--- src/rtl/rx_status_ring_writer.sv ---
module rx_status_ring_writer #(
  parameter int ENTRIES = 64,
  parameter int AW = 32,
  localparam int CW = $clog2(ENTRIES) + 1,
  localparam int RING_BYTES = ENTRIES * 8,
  localparam int OW = $clog2(RING_BYTES) + 1
) (
  input  logic          clk,
  input  logic          rst_n,
  input  logic          ring_init,
  input  logic [AW-1:0] ring_base,
  input  logic [15:0]   max_len,
  input  logic          desc_ret_we,
  input  logic [CW-1:0] desc_ret_cnt,
  input  logic          sts_ret_we,
  input  logic [CW-1:0] sts_ret_cnt,
  input  logic          fr_valid,
  output logic          fr_ready,
  input  logic [14:0]   fr_buf_idx,
  input  logic [15:0]   fr_len,
  input  logic [4:0]    fr_err,
  input  logic          fr_crc_incl,
  input  logic [1:0]    fr_addr_match,
  input  logic [5:0]    fr_hash,
  output logic          mem_we,
  output logic [AW-1:0] mem_addr,
  output logic [31:0]   mem_wdata,
  output logic [CW-1:0] desc_credits,
  output logic [CW-1:0] sts_credits,
  input  logic          rx_int_en,
  input  logic          rx_int_clr,
  output logic          rx_int_pending,
  output logic          irq
);

  localparam logic [1:0] PH_IDLE = 2'd0, PH_W0 = 2'd1, PH_W1 = 2'd2;

  logic [1:0]    phase;
  logic [OW-1:0] slot_off;
  logic [31:0]   word0, word1;

  wire take    = fr_valid && fr_ready;
  wire too_long = fr_len > max_len;
  wire bad     = (|fr_err) || too_long;

  wire [CW:0] d_sum = {1'b0, desc_credits} + (desc_ret_we ? {1'b0, desc_ret_cnt} : '0) - {{CW{1'b0}}, take};
  wire [CW:0] s_sum = {1'b0, sts_credits} + (sts_ret_we ? {1'b0, sts_ret_cnt} : '0) - {{CW{1'b0}}, take};

  assign fr_ready  = (phase == PH_IDLE) && (desc_credits != '0) && (sts_credits != '0);
  assign mem_we    = (phase != PH_IDLE);
  assign mem_addr  = ring_base + AW'(slot_off) + ((phase == PH_W1) ? AW'(4) : AW'(0));
  assign mem_wdata = (phase == PH_W1) ? word1 : word0;
  assign irq       = rx_int_pending && rx_int_en;

  always_ff @(posedge clk) begin
    if (!rst_n) begin
      phase          <= PH_IDLE;
      slot_off       <= '0;
      word0          <= '0;
      word1          <= '0;
      desc_credits   <= '0;
      sts_credits    <= '0;
      rx_int_pending <= 1'b0;
    end else begin
      desc_credits <= (d_sum > ENTRIES) ? CW'(ENTRIES) : d_sum[CW-1:0];
      sts_credits  <= (s_sum > ENTRIES) ? CW'(ENTRIES) : s_sum[CW-1:0];

      case (phase)
        PH_IDLE: if (take) begin
          phase <= PH_W0;
          word0 <= {1'b1, !bad, 1'b1, 1'b1, 4'b0, fr_addr_match, bad,
                    fr_err[4:2], fr_err[1] | too_long, fr_err[0],
                    fr_crc_incl, 1'b0, fr_hash, 8'b0};
          word1 <= {1'b1, fr_buf_idx, fr_len};
        end
        PH_W0: phase <= PH_W1;
        default: begin
          phase    <= PH_IDLE;
          slot_off <= (slot_off == OW'(RING_BYTES - 8)) ? '0 : slot_off + OW'(8);
        end
      endcase

      if (ring_init) slot_off <= '0;

      if (phase == PH_W1)  rx_int_pending <= 1'b1;
      else if (rx_int_clr) rx_int_pending <= 1'b0;
    end
  end

endmodule

--- config.mk ---
export PLATFORM = sky130hd
export DESIGN_NAME = rx_status_ring_writer
export DESIGN_NICKNAME = d
export VERILOG_FILES = /design/src/rtl/rx_status_ring_writer.sv
export SDC_FILE = /design/constraint.sdc
export NUM_CORES = 1
export LEC_CHECK = 0
export BUFFER_PORTS_ARGS = -buffer_cell sky130_fd_sc_hd__buf_4
export CORE_AREA = 2 2 106 108
export CTS_CLUSTER_SIZE = 40
export DETAILED_ROUTE_END_ITERATION = 12
export DIE_AREA = 0 0 108 110
export GPL_TIMING_DRIVEN = 0
export HOLD_SLACK_MARGIN = 0.12
export PLACE_DENSITY = 0.81
export SLEW_MARGIN = 20
export SYNTH_ARGS = -nofsm -noshare
export SYNTH_HDL_FRONTEND = slang
export SYNTH_SLANG_ARGS = --single-unit
--- constraint.sdc ---
create_clock -name clk -period 4.6 [get_ports clk]
set_input_delay 0.23 -clock clk [delete_from_list [all_inputs] [get_ports clk]]
set_output_delay 0.23 -clock clk [all_outputs]
set_load 0.1 [all_outputs]
==> results.py <==
metrics = {
    "sta": {
        "final_max_slew_viol_count": 0,
        "rsz0062_at_grt": "false",
        "finalCritPeriodShare": 0.918,
        "maxSlewHeadroom": 0.372,
        "finalSetupTns_ps": 0,
        "hold_violations": 0,
        "finalSetupViolations": 0,
        "whs_ps": 126,
        "fin_skew_ps": 14.3,
        "post-route-min-period_ps": 4220,
        "fmax_ghz": 0.237,
        "worst_pin_slew_ps": 941,
    },
    "grt": {
        "grt_overflow": 0,
        "grt_max_degree": 13,
        "grt_pass1_vias": 5102,
        "antenna_found_initial": 0,
        "grt_first_pass_wirelength_um": 23000,
        "grtUsageTotal": 0.242,
    },
    "logic_synthesis": {
        "yosys_most_used_dff": "dfxtp_1",
        "yosys_warnings": 0,
        "ys_types": 64,
        "synthArstFlopShare": 0,
        "ys_ff_latch": 72,
        "synth-edff-count": 0,
        "yosysSeqAreaShare": 0.277,
        "syn_area_um2": 5210,
        "synth_cells": 682,
        "synth_nets": 859,
        "syn_area_per_cell_um2": 7.64,
    },
    "cells_and_area": {
        "diodes": 0,
        "layout.nets": 1073,
        "area_growth_pct": 37.2,
        "layout-drive-gt1-share": 0.266,
    },
    "run": {
        "cap_viol_max_count": 0,
    },
    "route": {
        "drc_errors": 0,
        "drt-initial-drc-count": 309,
        "viasPerCell": 5.16,
        "first_pass_iters": 4,
        "drtAntennaViolNets": 0,
        "vias": 5368,
        "wire_per_inst_um": 13.7,
        "wl_um": 14300,
    },
    "setup_path": {
        "r2r_slack_ps": 380,
        "rr_startpoint": "phase[1]$_SDFFE_PN0P_",
        "cp_max_fo": 10,
        "cp-endpoint": "desc_credits[1]$_SDFF_PP0_",
        "cp_num_cells": 15,
        "cp_num_buf_inv": 3,
        "critPathKind": "flop to flop",
        "rr_endpoint": "desc_credits[1]$_SDFF_PP0_",
        "startpoint_type": "flop",
        "cp_slowest_cell": "a211oi_1",
        "crit_required_ps": 4830,
        "path_cells": "clkbuf_1, or2_1, a41o_1, a211oi_1, clkbuf_1, nand2_1, nand2_1, ha_1, inv_1, fa_1, nor2b_1, o31ai_1, nand4_1, o2111ai_1, a2111oi_0",
        "worstPathArrival_ps": 4460,
        "startpoint": "phase[1]$_SDFFE_PN0P_",
        "cpPeakStageDelay_ps": 510,
        "crit_family": "compound AO/OA/AOI/OAI gates",
        "cp-end-kind": "flop",
        "r2r_cells": 15,
    },
    "floorplan": {
        "die_h_um": 110,
        "initial_utilization": 0.487,
        "ioPinCount": 197,
        "rows": 38,
        "fp.dieW_um": 108,
        "core_um2": 10700,
        "dieArea_um2": 11900,
    },
    "clocking": {
        "cts_buffer_depth": 2,
        "cts.clk_slew.worst_paths_ps": 80,
        "clock_latency_ps": 360,
        "cts_buffers": 9,
        "htreeDepth": 3,
        "cts_tree": "done",
        "cts.sinks": 72,
        "post_cts_buffers": 0,
        "root_buffer": "clkbuf_8",
    },
    "outcome": {
        "status": "completed",
    },
    "power_and_ir_drop": {
        "power.density_nw_per_um2": 652,
        "total_leakage_power_nw": 3.36,
        "ir_drop_mv": 0.649,
    },
    "place": {
        "io_buffers": 192,
        "dp_hpwl_um": 11300,
        "finalWeightedCongestion": 0.837,
    },
    "min_path": {
        "min_path_type": "primary input to flop",
    },
}
[registers in the layout, indices dropped and copies added, names as in the netlist]
| register | cells |
|---|---|
| desc_credits | 7 |
| phase | 2 |
| rx_int_pending | 1 |
| slot_off | 7 |
| sts_credits | 7 |
| word0 | 17 |
| word1 | 31 |
[report_power, final]
| part | total (mW) | internal (mW) | switching [mW] |
|---|---|---|---|
| sequential | 0.919 | 0.815 | 0.104 |
| clock | 0.503 | 0.264 | 0.239 |
| combinational | 3.24 | 0.933 | 2.31 |
[stage by stage]
step                worst slack (ps)  instances  area [µm²]  power [mW]  utilization
finish                           377       1041        7150        4.66        0.668
global route                    44.0       1041        7150        4.99        0.668
CTS                              184       1041        7140        4.66        0.667
detailed placement               421       1014        6830        4.14        0.638
global placement                 468       1014        6830        4.10        0.638
floorplan                        248        682        5210        3.43            -
[final cells by class]
type	count	area (µm²)
clock buffers	11	141
plain buffers	30	133
clock inverters	5	56.3
inverters	69	259
flip-flops and latches	72	1440
repair buffers	203	1550
fillers	923	3550
multi-input cells	511	3390
well taps	140	175
[worst min-delay path by stage]
stage / start / end / cells after the start
after floorplan: fr_hash[2] / word0[10]$_SDFFE_PN0P_ / 2
after global placement: phase[0]$_SDFFE_PN0P_ / phase[1]$_SDFFE_PN0P_ / 2
after detailed placement: phase[0]$_SDFFE_PN0P_ / phase[1]$_SDFFE_PN0P_ / 2
after CTS: fr_buf_idx[0] / word1[16]$_SDFFE_PN0P_ / 3
after global routing: fr_len[1] / word1[1]$_SDFFE_PN0P_ / 3
final: fr_len[13] / word1[13]$_SDFFE_PN0P_ / 3
[layer usage]
metal / GRT usage / up-vias / part of all wire
li1: - / 2753 / -
met1: 0.285 / 2416 / 0.42
met2: 0.422 / 171 / 0.48
met3: 0.0717 / 28 / 0.081
met4: 0.0806 / 0 / 0.021
met5: 0 / - / 0
[logic make-up after synthesis]
kind of cell    synth area share
flops                      0.277
other cells             0.000720
simple gates               0.225
mux                       0.0346
compound gates             0.171
xor+xnor                  0.0655
fa+ha+maj                  0.152
buf+inv                   0.0749
[synthesized netlist by cell type (10+ instances only)]
cell / count / share of area
a211oi_1: 13 / 0.019
nor2_1: 27 / 0.019
nand2_1: 132 / 0.095
ha_1: 60 / 0.14
inv_1: 68 / 0.049
nor4_1: 11 / 0.013
and2_1: 14 / 0.017
mux2_2: 16 / 0.035
nand4_1: 15 / 0.018
dfxtp_1: 72 / 0.28
o21ai_0: 16 / 0.015
xnor2_1: 14 / 0.024
xor2_1: 25 / 0.042
clkbuf_1: 23 / 0.017
nand3_1: 10 / 0.0096
a21oi_1: 75 / 0.072
[worst min-delay path: stages]
cell and delay, ps:
buf_4 120, nand2_1 50, a21oi_1 50
[placed cells by master (no fill, tap or decap), types with 2 or more instances in the layout]
cell type	instances
a21o_1	6
fa_1	2
nor2_1	27
o21a_1	5
or3_1	2
mux2_2	16
clkbuf_1	23
clkinv_2	2
clkbuf_2	2
nor4_1	11
or2_2	2
ha_1	60
o211ai_1	5
nand3_1	10
xnor2_1	14
or4_1	2
nor3_1	9
nor3b_1	4
nor2b_1	5
inv_1	68
nand2_1	132
buf_2	2
o21ai_0	16
and2_1	14
xor2_1	25
a21oi_1	75
a31oi_1	3
buf_4	194
dlygate4sd3_1	11
nand4_1	15
a2111oi_0	2
clkbuf_8	10
nand2b_1	6
a211oi_1	13
a211o_1	2
dfxtp_1	72
[what timing repair did]
item,4_1_cts,5_1_grt
endpoints found under the setup margin,0,6
resized for setup,0,2
hold buffers,11,0
endpoints found under the hold margin,11,0
(Power assumes the default switching activity.)
